===== src/rtl/dlf_pkg.sv =====
package dlf_pkg;

    typedef enum logic [1:0] {
        ST_IDLE      = 2'b00,
        ST_LOW_HELD  = 2'b01,
        ST_HIGH_HELD = 2'b10,
        ST_BOTH_HELD = 2'b11
    } strobe_state_e;

    typedef enum logic [1:0] {
        OP_NONE  = 2'b00,
        OP_LOW   = 2'b01,
        OP_HIGH  = 2'b10,
        OP_SHIFT = 2'b11
    } stage_op_e;

endpackage


===== src/rtl/dlf_strobe_tracker.sv =====
module dlf_strobe_tracker
    import dlf_pkg::*;
(
    input  logic      clk,
    input  logic      rst,
    input  logic      stb_lo,
    input  logic      stb_hi,
    output stage_op_e op
);

    strobe_state_e state_q, state_d;
    logic lo_was, hi_was;
    logic lo_rise, hi_rise;

    always_ff @(posedge clk) begin
        if (rst) state_q <= ST_IDLE;
        else     state_q <= state_d;
    end

    always_comb begin
        unique case ({stb_hi, stb_lo})
            2'b00: state_d = ST_IDLE;
            2'b01: state_d = ST_LOW_HELD;
            2'b10: state_d = ST_HIGH_HELD;
            default: state_d = ST_BOTH_HELD;
        endcase
    end

    always_comb begin
        unique case (state_q)
            ST_IDLE:      begin lo_was = 1'b0; hi_was = 1'b0; end
            ST_LOW_HELD:  begin lo_was = 1'b1; hi_was = 1'b0; end
            ST_HIGH_HELD: begin lo_was = 1'b0; hi_was = 1'b1; end
            default:      begin lo_was = 1'b1; hi_was = 1'b1; end
        endcase
        lo_rise = stb_lo && !lo_was;
        hi_rise = stb_hi && !hi_was;
        unique case ({hi_rise, lo_rise})
            2'b11:   op = OP_SHIFT;
            2'b01:   op = OP_LOW;
            2'b10:   op = OP_HIGH;
            default: op = OP_NONE;
        endcase
    end

    // a strobe that stays high yields no second operation
    a_r11_no_repeat: assert property (@(posedge clk) disable iff (rst)
        (stb_lo && stb_hi) |=> (stb_lo && stb_hi) |-> (op == OP_NONE));

endmodule


===== src/rtl/dlf_stage_reg.sv =====
module dlf_stage_reg
    import dlf_pkg::*;
#(
    parameter int WIDTH     = 10,
    parameter int HIGH_BITS = 2,
    parameter int SHORT_LEN = 8
) (
    input  logic             clk,
    input  logic             rst,
    input  stage_op_e        op,
    input  logic [WIDTH-1:0] din,
    input  logic             long_word,
    input  logic             sdi,
    output logic [WIDTH-1:0] stage_q,
    output logic [WIDTH-1:0] stage_d
);

    localparam int LOW_BITS = WIDTH - HIGH_BITS;
    localparam int PAD      = WIDTH - SHORT_LEN;

    always_comb begin
        stage_d = stage_q;
        unique case (op)
            OP_LOW:  stage_d[LOW_BITS-1:0] = din[LOW_BITS-1:0];
            OP_HIGH: stage_d[WIDTH-1:LOW_BITS] = din[WIDTH-1:LOW_BITS];
            OP_SHIFT: begin
                if (long_word) begin
                    stage_d = {stage_q[WIDTH-2:0], sdi};
                end else begin
                    stage_d[WIDTH-1:PAD] = {stage_q[WIDTH-2:PAD], sdi};
                    stage_d[PAD-1:0]     = '0;
                end
            end
            default: stage_d = stage_q;
        endcase
    end

    always_ff @(posedge clk) begin
        if (rst) stage_q <= '0;
        else     stage_q <= stage_d;
    end

    a_r1_stage_clear: assert property (@(posedge clk)
        rst |=> (stage_q == '0));

    a_r2_low_load: assert property (@(posedge clk) disable iff (rst)
        (op == OP_LOW) |=> (stage_q[LOW_BITS-1:0] == $past(din[LOW_BITS-1:0]))
                        && (stage_q[WIDTH-1:LOW_BITS] == $past(stage_q[WIDTH-1:LOW_BITS])));

    a_r3_high_load: assert property (@(posedge clk) disable iff (rst)
        (op == OP_HIGH) |=> (stage_q[WIDTH-1:LOW_BITS] == $past(din[WIDTH-1:LOW_BITS]))
                         && (stage_q[LOW_BITS-1:0] == $past(stage_q[LOW_BITS-1:0])));

    a_r7_shift_long: assert property (@(posedge clk) disable iff (rst)
        (op == OP_SHIFT && long_word) |=> (stage_q[0] == $past(sdi))
                                       && (stage_q[WIDTH-1:1] == $past(stage_q[WIDTH-2:0])));

    a_r9_short_pad: assert property (@(posedge clk) disable iff (rst)
        (op == OP_SHIFT && !long_word) |=> (stage_q[PAD-1:0] == '0)
                                        && (stage_q[PAD] == $past(sdi)));

endmodule


===== src/rtl/dlf_hold_reg.sv =====
module dlf_hold_reg #(
    parameter int WIDTH = 10
) (
    input  logic             clk,
    input  logic             rst,
    input  logic             load,
    input  logic [WIDTH-1:0] stage_d,
    output logic [WIDTH-1:0] code
);

    always_ff @(posedge clk) begin
        if (rst)       code <= '0;
        else if (load) code <= stage_d;
    end

    a_r6_hold: assert property (@(posedge clk) disable iff (rst)
        !load |=> $stable(code));

    a_r4_follow: assert property (@(posedge clk) disable iff (rst)
        load |=> (code == $past(stage_d)));

    a_r1_code_clear: assert property (@(posedge clk)
        rst |=> (code == '0));

endmodule


===== src/rtl/dac_load_front.sv =====
module dac_load_front
    import dlf_pkg::*;
#(
    parameter int WIDTH     = 10,
    parameter int HIGH_BITS = 2,
    parameter int SHORT_LEN = 8
) (
    input  logic             clk,
    input  logic             rst,
    input  logic             stb_lo,
    input  logic             stb_hi,
    input  logic [WIDTH-1:0] din,
    input  logic             long_word,
    input  logic             sdi,
    input  logic             load,
    output logic             sdo,
    output logic [WIDTH-1:0] code
);

    stage_op_e        op;
    logic [WIDTH-1:0] stage_q;
    logic [WIDTH-1:0] stage_d;

    dlf_strobe_tracker u_track (
        .clk    (clk),
        .rst    (rst),
        .stb_lo (stb_lo),
        .stb_hi (stb_hi),
        .op     (op)
    );

    dlf_stage_reg #(
        .WIDTH     (WIDTH),
        .HIGH_BITS (HIGH_BITS),
        .SHORT_LEN (SHORT_LEN)
    ) u_stage (
        .clk       (clk),
        .rst       (rst),
        .op        (op),
        .din       (din),
        .long_word (long_word),
        .sdi       (sdi),
        .stage_q   (stage_q),
        .stage_d   (stage_d)
    );

    dlf_hold_reg #(
        .WIDTH (WIDTH)
    ) u_hold (
        .clk     (clk),
        .rst     (rst),
        .load    (load),
        .stage_d (stage_d),
        .code    (code)
    );

    assign sdo = stage_q[WIDTH-1];

    // the head bit of the chain leaves at the next shift
    a_r10_chain_out: assert property (@(posedge clk) disable iff (rst)
        (op == OP_SHIFT) |=> ($past(sdo) != sdo) || ($past(stage_q[WIDTH-2]) == sdo));

    // a load together with a high-byte capture shows the new high bits
    a_r5_same_edge: assert property (@(posedge clk) disable iff (rst)
        (load && op == OP_HIGH) |=> (code[WIDTH-1:WIDTH-HIGH_BITS] == $past(din[WIDTH-1:WIDTH-HIGH_BITS])));

endmodule


===== config.mk =====
export PLATFORM = sky130hd
export DESIGN_NAME = dac_load_front
export DESIGN_NICKNAME = d
export VERILOG_FILES = /design/src/rtl/dlf_pkg.sv /design/src/rtl/dlf_strobe_tracker.sv /design/src/rtl/dlf_stage_reg.sv /design/src/rtl/dlf_hold_reg.sv /design/src/rtl/dac_load_front.sv
export SDC_FILE = /design/constraint.sdc
export NUM_CORES = 1
export LEC_CHECK = 0
export BUFFER_PORTS_ARGS = -buffer_cell sky130_fd_sc_hd__buf_4
export CORE_AREA = 2 2 48 50
export DETAILED_ROUTE_END_ITERATION = 12
export DIE_AREA = 0 0 50 52
export GPL_TIMING_DRIVEN = 1
export HOLD_SLACK_MARGIN = 0.02
export PLACE_DENSITY = 0.76
export SLEW_MARGIN = 20
export SYNTH_ARGS = -nofsm -noshare
export SYNTH_HDL_FRONTEND = slang
export SYNTH_SLANG_ARGS = --single-unit

===== constraint.sdc =====
create_clock -name clk -period 1.4 [get_ports clk]
set_input_delay 0.21 -clock clk [delete_from_list [all_inputs] [get_ports clk]]
set_output_delay 0.21 -clock clk [all_outputs]
set_load 0.03 [all_outputs]

======== Word-level counts from Yosys, hierarchy flattened ========
Cells that the tools add are included.
word-level totals
  bits in registers ....................... 22
  bits in latches ......................... 0
  bits in writable memories ............... 0
  memory bits (read-only) ................. 0
  input port bits ......................... 17
  logic and storage cells ................. 24
  memories kept ........................... 0
operators by class
  $add $sub $neg .......................... 0
  multiply operators ...................... 0
  divide/modulo/power cells ............... 0
  magnitude comparators ................... 0
  equality and inequality tests ........... 10
  shift operators ......................... 0
  mux-type cells .......................... 5
  bitwise gates (word level) .............. 0
  reductions and logical operators ........ 6
operators by type and width
  cell                                                  count
  one-hot mux 8 bit (2 select lines)                    1
  equality test 2 bit (second input constant)           6
  one-hot mux 2 bit (3 select lines)                    2
  equality test 2 x 1 -> 1 bit (second input constant)  4
  zero test 2 bit                                       2
  one-hot mux 2 bit (2 select lines)                    1
  OR reduction 2 bit                                    2
  2-to-1 mux 3 bit                                      1
  logical AND 1 bit                                     2

======== Depth between registers and ports, before layout ========
Gate-level depths: netlist of run 1.
  depth after elaboration ................. 7
  gate-level depth with buffers ........... 5
  mapped depth without buffers ............ 4

======== Hierarchy ========
A second synthesis of run 1 with hierarchy kept.
unflattened totals
  cell total of the unflattened synthesis .. 100
  area total of the unflattened synthesis .. 1014.7 um^2
by module, submodules not included
  module              times used  cells each  area an instance (um^2)  seq. area each (um^2)
  dlf_stage_reg       1           62          591.8                    200.2
  dlf_hold_reg        1           32          352.8                    200.2
  dlf_strobe_tracker  1           6           70.1                     40.0

======== Worst setup path before layout of run 1 ========
OpenSTA, ideal clock, no wires.
  path type ............................... flip-flop to flip-flop
  from .................................... reg u_track.state_q[1]
  to ...................................... reg u_hold.code[0]
  arrival time ............................ 979 ps
  data required time ...................... 1258 ps
  slack ................................... 279 ps
  stages on the path, launching flop included .. 4
  path buffers ............................ 0
  period minus slack after synthesis ...... 1121 ps
  path through ............................ dfxtp_1 -> or2b_4 -> a211oi_1 -> o32ai_1
between the ends
  longest elaborated chain between the ends .. 7
ends and longest elaborated chain
  item                                                                        line                                                text
  start, declared                                                             dlf_strobe_tracker.sv:11                            strobe_state_e state_q, state_d;
  start signal, assigned                                                      dlf_strobe_tracker.sv:17                            else state_q <= state_d;
  equality test 2 bit, or another cell as far along                           dlf_strobe_tracker.sv:30                            unique case (state_q)
  OR reduction 2 bit (no line)                                                n/a
  logical AND 1 bit, on equally long branches                                 dlf_strobe_tracker.sv:36, dlf_strobe_tracker.sv:37
  equality test 2 bit / equality test 2 x 1 -> 1 bit (equally long branches)  dlf_strobe_tracker.sv:38                            unique case ({hi_rise, lo_rise})
  one-hot mux 2 bit (3 select lines) (*)                                      dlf_strobe_tracker.sv:38
  equality test 2 bit / equality test 2 x 1 -> 1 bit (equally long branches)  dlf_stage_reg.sv:23                                 unique case (op)
  one-hot mux 8 bit (2 select lines) (*)                                      dlf_stage_reg.sv:23
  end signal, assigned                                                        dlf_hold_reg.sv:13                                  else if (load) code <= stage_d;
  end, declared                                                               dlf_hold_reg.sv:8                                   output logic [WIDTH-1:0] code
Mark *: on every way between the ends. The rest lies on a longest branch, timed or not.
A chain may end at the register's enable or synchronous reset.

======== Final worst setup path of run 1 ========
  from .................................... reg u_track.state_q[0]
  to ...................................... reg u_hold.code[8]
between the ends
  longest elaborated chain between the ends .. 7
ends and longest elaborated chain
  item                                                                        line
  equality test 2 bit, or another cell as far along                           dlf_strobe_tracker.sv:30
  OR reduction 2 bit (no line)                                                n/a
  logical AND 1 bit, on equally long branches                                 dlf_strobe_tracker.sv:36, dlf_strobe_tracker.sv:37
  equality test 2 bit / equality test 2 x 1 -> 1 bit (equally long branches)  dlf_strobe_tracker.sv:38
  one-hot mux 2 bit (3 select lines) (*)                                      dlf_strobe_tracker.sv:38
  equality test 2 bit                                                         dlf_stage_reg.sv:23
  one-hot mux 2 bit (2 select lines) (*)                                      dlf_stage_reg.sv:23
Marked as above.

==> impl_results.md, run 1 <==
- Overall routed net length: between 2000 and 2500 um
- Crit path launch type: register
- Clock share of power: 26.4%
- Num rows: 17
- Starting Density: 46.6%
- Pwr dens: 1080 nW/um^2
- Die Area: 2600 sq um
- CP Data Required Time: 1610 ps
- Worst setup margin: 82.9 ps
- Core area: ~2100 sq um
- Crit share post-route: 94.1%
- Most numerous cell in the Yosys netlist: dfxtp_1
- RSZ-0062 raised after global routing: no
- Synthesized Nets: 120
- Hold buffer count at cts: 0
- R2R Path Start: u_track.state_q[0]
- DRC viols: 0
- Largest net degree at the start of global routing: 23
- Clock slew at reported path FFs: ~130 ps
- # fillers: around 200
- Max_cap viols: 0
- Pre-CTS WS: about 120 ps
- Ys async rst share: 0%
- Post-route cell area: ~1200 sq um
- HPWL after detailed placement: 1450 um
- Iteration-0 DRC Markers: 17
- Sequential share of power: a little over half
- Layout Utilization: 58.2%
- Most area-hungry cell type in the Yosys netlist: dfxtp_1
- Crit end category: register
- Pin slew with the least headroom to its limit: 514 ps
- Setup TNS: 0 ps
- Final cell count without fillers: 157
- 1st-pass router iterations: 4
- Post-Route Skew: around 8.5 ps
- Setup slack, reg-to-reg: 80 ps
- Nets: 147
- Top_reg_cell synth: dfxtp_1
- Top Ports: 28
- CP Class: register to register
- Placed cell count: 153
- Netlist Area Pre-Place: 981 sq um
- Worst-Skew Late Latency: 300 ps
- Max incr delay on CP: 370 ps
- Buffers added on ports: 27
- Grt total ovfl: 0
- Vias per inst: 5.36
- Vias in the first global route: 760
- Worst hold slack: 128 ps
- CP arrival: about 1500 ps
- Reg area: 440 sq um
- Syn Inst Count: 103
- Worst hold path type: primary input to register
- Number of flops mapped to enable cells by yosys: 0
- Worst R2R Path Depth: 4
- Reg-to-reg endpoint: u_hold.code[8]
- NetSw: between 0.3 and 0.4 mW
- Tot Pwr: 1.32 mW
- Status: completed
- Die Y: 52 um
- Synthesized area per cell: 9.52 sq um
- Crit path max-delay cell type: and2b_2
- Initial antenna violation count: 0
- Tmin final: roughly 1300 ps
- Final Hold Viols: 0
- Hold path depth: 2
- Logic pwr share: 21.0%
- Layout cell share with drive strength beyond 1: 34.9%
- Area occupied by multi-input gates: between 500 and 600 sq um
- Wire per inst: about 13 um
- Final ANT Viol Nets: 0
- Worst Setup EP: u_hold.code[8]
- P_leak: between 0.5 and 0.6 nW
- Slew margin rel.: 65.7%
- Fin. max-slew vios: 0
- H-tree level count: 1
- Sw Share: 27.6%
- Width of the die: 50 um
- TritonCTS Buffers: 3
- Synth unique cells: 20
- First-pass GRT wire length: 3220 um
- Top cell type's share of synthesized area: ~45%
- CP startpoint: u_track.state_q[0]
- Worst Path Max Fanout: 15
- Postcts setup bufs: 0
- Via count: about 840
- Gp weighted congestion: 0.747
- Yosys warning total: 0
- FMAX: around 0.76 GHz
- Peak supply drop: approximately 0.00064 V
- Gr usage total: 16.2%
- Longest Clk Path Bufs: 2
- List of most frequent post-synthesis cells: dfxtp_1 (22), nand2_1 (16), nand2b_1 (11)
- Clock Sinks: 22
- Synthesized flop and latch total: 22
- Antenna Cells: 0
- Post-synthesis sequential area ratio: 44.9%
- Root buf cell: clkbuf_4
- Placed Area: 1190 sq um
- Synth-to-layout area growth: 24.9%
- Setup violators final: 0
- CTS tree: done
- Worst-path cell chain: and2b_2 -> nand2_1 -> and3_1 -> o32ai_1
- Post-CTS sizing: 0
- Int Power: between 0.9 and 1 mW
- Main area contributors after synthesis: dfxtp_1 (45%), o32ai_2 (8.3%), nand2b_1 (7.0%), nand2_1 (6.1%), nor3_1 (4.6%)
==> flip-flops by register name, summed over array words and instances (netlist names) <==
name             count
u_stage.stage_q     10
u_track.state_q      2
u_hold.code         10
==> layout make-up <==
class,instances,area share (%)
timing repair buffer,28,17.2
multi-input combinational,75,41.1
clock buffer,4,2.96
tap,28,2.86
sequential,22,36.0
==> critical path: cells and delay by family (launching register included) <==
| family | cells | cell delay [ps] |
|---|---|---|
| and+or+nand+nor | 3 | 630 |
| DFF | 1 | 330 |
| AOI/OAI and AO/OA | 1 | 260 |
==> power groups by stage <==
stage / Clock (mW) / Combinational (mW) / Sequential (mW)
finish: 0.349 / 0.277 / 0.694
global route: 0.373 / 0.302 / 0.698
CTS: 0.356 / 0.281 / 0.693
detailed placement: 0 / 0.279 / 0.707
global placement: 0 / 0.273 / 0.707
floorplan: 0 / 0.146 / 0.748
==> kinds of logic (layout without fill, tap and decap cells) <==
kind of cell           Yosys count  in the layout  synth area share (%)
AO/OA/AOI/OAI                   14             14                  16.2
buffers and inverters            6             32                  3.83
flip-flops                      22             22                  44.9
multiplexers                     1              1                  1.02
AND/OR/NAND/NOR                 60             60                  34.1
==> how the worst min path moves through the flow <==
stage / from / slack [ps] / to
global placement: stb_hi / 440 / u_track.state_q[1]
global route: stb_hi / 130 / u_track.state_q[1]
detailed placement: stb_hi / 450 / u_track.state_q[1]
CTS: stb_hi / 120 / u_track.state_q[1]
finish: stb_hi / 130 / u_track.state_q[1]
floorplan: rst / 280 / u_track.state_q[0]
==> layout by cell type, fill, tap and decap left out, types with 2 or more instances in the layout <==
cell / instances
and3_1: 5
nor2_1: 10
dfxtp_1: 22
nor2b_1: 2
a211oi_1: 2
nand2b_1: 11
nor3_1: 9
clkbuf_4: 3
o32ai_2: 5
and3_4: 4
buf_4: 28
nand2_1: 16
o32ai_1: 4
==> layer usage <==
layer	up-vias	track usage, %	part of all wire [%]
met5	-	0	0
met3	3	3.45	6.3
met1	391	20.0	49
met2	29	27.0	43
li1	418	-	-
met4	0	6.94	1.0
(Power assumes the default switching activity.)
==> inputs of run 2 (changes only) <==
Settings changed: BUFFER_PORTS_ARGS -buffer_cell sky130_fd_sc_hd__buf_4 to default, DONT_BUFFER_PORTS from default to 1, GPL_TIMING_DRIVEN 1 to default, PLACE_DENSITY 0.76 to 0.64.
==> run 2 against run 1 <==
  * Clock skew shrank 3.6 ps
  * Hold slack lost 87 ps
  * Global-route usage shrank 0.37 points
  * Worst setup slack gained 43 ps
  * Die area is the same
  * Via count shrank 14%
  * Flip-flop and latch count is the same
  * Combinational power shrank 36%
  * Final area shrank 14%
  * Clock-buffer cell count shrank 1
  * Cell count shrank 15%
==> impl_results.md, run 2 (synthesis gave the netlist of run 1 again) <==
- First-pass GRT wire length: 3020 um
- Vias in the first global route: between 600 and 700
- Pwr dens: roughly 1100 nW/um^2
- Synth-to-layout area growth: 6.89%
- Int Power: 0.853 mW
- Fin. max-slew vios: 0
- Clock Sinks: 22
- # fillers: 193
- CP Data Required Time: between 1500 and 2000 ps
- CP arrival: 1480 ps
- NetSw: between 0.3 and 0.4 mW
- Max incr delay on CP: around 360 ps
- Nets: 124
- Sequential share of power: 61.9%
- Overall routed net length: 1860 um
- Status: completed
- Longest Clk Path Bufs: 2
- Worst hold path type: primary input to register
- Antenna Cells: 0
- Buffers added on ports: 0
- Crit end category: register
- Core area: 2110 sq um
- Final cell count without fillers: roughly 130
- Post-Route Skew: 4.87 ps
- Top delay family on crit path: simple AND/OR/NAND/NOR gates
- Grt total ovfl: 0
- Worst setup margin: 126 ps
- H-tree level count: 1
- Via count: 726
- Worst-Skew Late Latency: 290 ps
- Crit path max-delay cell type: and2b_2
- Worst Path Max Fanout: 15
- Starting Density: 46.6%
- Sw Share: 27.6%
- Top Ports: 28
- Setup TNS: 0 ps
- Final ANT Viol Nets: 0
- Wire per inst: 13.9 um
- Root buf cell: clkbuf_4
- Most common cell after layout, fill and taps aside: dfxtp_1
- Clock slew at reported path FFs: 110 ps
- Vias per inst: 5.46
- Slew margin rel.: between 40% and 50%
- CP Class: register to register
- Tot Pwr: 1.18 mW
- 1st-pass router iterations: 3
- Initial antenna violation count: 0
- Count of buffer and inverter cells on the critical path: 0
- Max_cap viols: 0
- Layout cell share with drive strength beyond 1: ~17%
- Die Area: ~2600 sq um
- Peak supply drop: 0.000741 V
- FMAX: 0.785 GHz
- Top Registers: u_hold.code x10, u_stage.stage_q x10, u_track.state_q x2
- CTS tree: done
- Worst-path cell chain: and2b_2 -> nand2_1 -> and3_1 -> o32ai_1
- HPWL after detailed placement: approximately 1300 um
- TritonCTS Buffers: 3
- RSZ-0062 raised after global routing: no
- Crit path launch type: register
- Postcts setup bufs: 0
- Worst hold slack: about 40 ps
- Placed cell count: around 130
- Gr usage total: 15.8%
- Width of the die: about 50 um
- Num rows: 17
- Pre-CTS WS: approximately 130 ps
- Clock share of power: 23.1%
- Most frequent cells in the layout: dfxtp_1 (22), nand2_1 (16), nand2b_1 (11)
- Iteration-0 DRC Markers: 3
- Tmin final: ~1300 ps
- Crit share post-route: a little over 90%
- P_leak: 0.398 nW
- Final Hold Viols: 0
- DRC viols: 0
- Die Y: 52 um
- Logic pwr share: 15.1%
- Gp weighted congestion: around 0.71
- Pin slew with the least headroom to its limit: around 900 ps
- Setup violators final: 0
- Largest net degree at the start of global routing: 23
-- run 2: cell type report --
class / instances / area (sq um) / share of cell area [%]
multi-input cells: 75 / 503 / 48.0
flip-flops and latches: 22 / 440 / 42.0
repair buffers: 5 / 47.5 / 4.53
well taps: 28 / 35.0 / 3.34
clock buffers: 3 / 22.5 / 2.15
-- run 2: routing by layer --
layer	track usage (%)	wire, um
met3	4.02	71
met5	0	0
met1	20.8	901
met2	23.7	866
met4	8.33	17
-- run 2: worst register-to-register path: stages (launching register included) --
cell	delay, ps
dfxtp_1	320
and2b_2	360
nand2_1	80
and3_1	180
o32ai_1	250
-- run 2: through the flow --
| stage | area (sq um) | util (%) |
|---|---|---|
| after floorplan | 981 | - |
| after global placement | 993 | 47.2 |
| after detailed placement | 993 | 47.2 |
| after CTS | 1040 | 49.2 |
| after global routing | 1050 | 49.8 |
| final | 1050 | 49.8 |
-- run 2: path summary, 6_finish.rpt --
kind | startpoint | to | slack [ps] | depth (start not counted)
worst max-delay path | u_track.state_q[0] | u_hold.code[8] | 130 | 4
worst min-delay path | stb_lo | u_track.state_q[0] | 40 | 1
worst max register to register | u_track.state_q[0] | u_hold.code[8] | 130 | 4
worst min register to register | u_stage.stage_q[2] | u_stage.stage_q[2] | 530 | 2
-- run 2: power by group through the flow --
| stage | logic [mW] | clock network (mW) | registers, mW |
|---|---|---|---|
| 6_report | 0.178 | 0.272 | 0.729 |
| 5_1_grt | 0.198 | 0.317 | 0.735 |
| 4_1_cts | 0.177 | 0.285 | 0.730 |
| 3_5_place_dp | 0.161 | 0 | 0.744 |
| 3_3_place_gp | 0.159 | 0 | 0.744 |
| 2_1_floorplan | 0.146 | 0 | 0.748 |
-- run 2: repair_timing --
| item | in CTS | in global routing |
|---|---|---|
| gates resized for setup | 0 | 1 |
| hold buffers | 2 | 1 |
| setup endpoints to repair | 0 | 12 |
| endpoints found under the hold margin | 22 | 1 |
==> inputs of run 3 (changes only) <==
Settings changed: CORE_AREA 2 2 48 50 to 2 2 49 51, DIE_AREA 0 0 50 52 to 0 0 51 53, SYNTH_HIERARCHICAL from default to 1.
==> run 3 against run 2 <==
  * Routed wire length up 14%
  * Global-route usage rose by 0.37 points
  * Clock power increased by 28%
  * Critical endpoint is now u_hold/code[3]
  * Largest cell class unchanged
  * Largest power group unchanged
  * Highest routed layer unchanged
==> impl_results.md, run 3 <==
- Status: completed
- Ys async rst share: 0%
- Slew margin rel.: 47.4%
- 1st-pass router iterations: 4
- Iteration-0 DRC Markers: 9
- Most frequent cells in the layout: dfxtp_1 (21), nor2_1 (19), mux2i_1 (13)
- Max_cap viols: 0
- Wl on met1: 940 um
- Final cell count without fillers: 133
- Crit share post-route: 94.3%
- Reg-to-reg endpoint: u_hold/code[3]
- Hold path depth: 1
- Peak supply drop: 0.000704 V
- Top Ports: 28
- List of most frequent post-synthesis cells: dfxtp_1 (22), nor2_1 (19), mux2i_1 (18)
- Top Registers: u_hold/code x10, u_stage/stage_q x10, u_track/state_q x2
- Placed cell count: 123
- HPWL after detailed placement: about 1300 um
- Vias per inst: 5.60
- Die Area: approximately 2700 sq um
- Netlist Area Pre-Place: 1010 sq um
- Fin. max-slew vios: 0
- Antenna Cells: 0
- Most area-hungry cell type in the Yosys netlist: dfxtp_1
- Crit path launch type: register
- Yosys warning total: 6
- Most common cell after layout, fill and taps aside: dfxtp_1
- Worst hold path type: primary input to register
- Overall routed net length: 2110 um
- Largest net degree at the start of global routing: 29
- Tmin final: ~1300 ps
- Gp weighted congestion: 0.716
- Initial antenna violation count: 0
- Grt total ovfl: 0
- Longest Clk Path Bufs: 2
- Most numerous cell in the Yosys netlist: dfxtp_1
- H-tree level count: 1
- R2R Path Start: u_track/state_q[1]
- NetSw: 0.372 mW
- Nets: roughly 120
- Num rows: 17
- Logic pwr share: 18.6%
- CP arrival: 1490 ps
- Met2 WL: between 1000 and 1500 um
- Starting Density: 47.2%
- Clock Sinks: 22
- Hold Path Origin: stb_hi
- Synthesized area per cell: approximately 10 sq um
- Pin slew with the least headroom to its limit: 786 ps
- Final Hold Viols: 0
- Clock slew at reported path FFs: 120 ps
- TritonCTS Buffers: 3
- Wire per inst: 15.9 um
- Worst R2R Path Depth: 6
- Sequential share of power: between 50% and 60%
- Number of flops mapped to enable cells by yosys: 0
- Tot Pwr: 1.34 mW
- Top_reg_cell synth: dfxtp_1
- Worst Path Max Fanout: 8
- Via count: 745
- DRC viols: 0
- Final ANT Viol Nets: 0
- Synthesized flop and latch total: 22
- FMAX: approximately 0.76 GHz
- Sw Share: 27.8%
- Width of the die: 51 um
- First-pass GRT wire length: 3210 um
- Clock share of power: 25.9%
- Gr usage total: 16.2%
- WL met3: 140 um
- CP startpoint: u_track/state_q[1]
- WHS Endpoint: u_track/state_q[1]
- Pwr dens: 1100 nW/um^2
- Setup slack, reg-to-reg: roughly 80 ps
- Root buf cell: clkbuf_4
- CP Data Required Time: 1570 ps
- Synthesized Nets: 117
- Syn Inst Count: 100
- CTS tree: done
- Core area: 2150 sq um
- Die Y: 53 um
- Post-Route Skew: 3.82 ps
- Synth unique cells: 25
- Buffers added on ports: 0
- Setup violators final: 0
- Worst-Skew Late Latency: 300 ps
- Layout cell share with drive strength beyond 1: 21.9%
- Top layer in use: met4
- Crit end category: register
- Main area contributors after synthesis: dfxtp_1 (43%), mux2i_1 (18%), nor2_1 (7.0%), a211oi_1 (5.2%), a21oi_1 (3.5%)
- P_leak: roughly 0.47 nW
- Int Power: 0.967 mW
- CP Class: register to register
- Synth-to-layout area growth: 20.2%
- Top cell type's share of synthesized area: a little over two fifths
- Post-synthesis sequential area ratio: 43.4%
- Setup TNS: 0 ps
- Vias in the first global route: slightly above 700
## run 3: cell families after synthesis
| logic type | Yosys count | share of synthesized area, % |
|---|---|---|
| AO/OA/AOI/OAI | 20 | 13.8 |
| multiplexers | 18 | 17.8 |
| buffers and inverters | 8 | 7.27 |
| flip-flops | 22 | 43.4 |
| AND/OR/NAND/NOR | 32 | 17.8 |
## run 3: worst max path at each step
stage | slack [ps] | end
6_report | 80 | u_hold/code[3]
4_1_cts | 80 | u_hold/code[8]
3_5_place_dp | 140 | u_hold/code[5]
2_1_floorplan | 280 | u_hold/code[3]
5_1_grt | -4 | u_hold/code[3]
3_3_place_gp | 170 | u_hold/code[5]
## run 3: repair_timing
item | in CTS | in global routing
gates resized for setup | 0 | 12
endpoints found under the setup margin | 0 | 7
setup buffers | 0 | 3
endpoints found under the hold margin | 21 | 0
hold buffers | 1 | 0
## run 3: critical path: stages, from the launching register on
cell	delay [ps]
dfxtp_1	340
nor2b_4	140
buf_12	160
mux2i_2	240
a21oi_1	100
mux2i_1	140
nor2_1	60
## run 3: area by class of cell
| cell class | instances | area, sq um |
|---|---|---|
| Tap cell | 28 | 35.0 |
| Clock buffer | 4 | 36.3 |
| Sequential cell | 22 | 442 |
| Multi-Input combinational cell | 70 | 564 |
| Timing Repair Buffer | 9 | 143 |
| Fill cell | 190 | 928 |
## run 3: power groups by stage
stage	registers [mW]	logic, mW	clock network, mW
2_1_floorplan	0.749	0.168	0
3_3_place_gp	0.751	0.172	0
3_5_place_dp	0.751	0.178	0
4_1_cts	0.737	0.191	0.359
5_1_grt	0.749	0.275	0.383
6_report	0.743	0.250	0.347
## run 3: layer usage
metal | vias up | track usage (%)
li1 | 367 | -
met1 | 360 | 19.5
met2 | 16 | 24.5
met3 | 2 | 6.21
met4 | 0 | 9.01
met5 | - | 0
## run 3: through the flow
stage | instance area (sq um) | setup WS (ps) | utilization (%) | hold WS, ps
finish | 1220 | 80.3 | 56.8 | 39.0
global route | 1220 | -4.19 | 56.8 | 30.4
CTS | 1070 | 79.9 | 49.8 | 31.3
detailed placement | 1020 | 137 | 47.6 | 283
global placement | 1020 | 174 | 47.6 | 282
floorplan | 1010 | 276 | - | 282
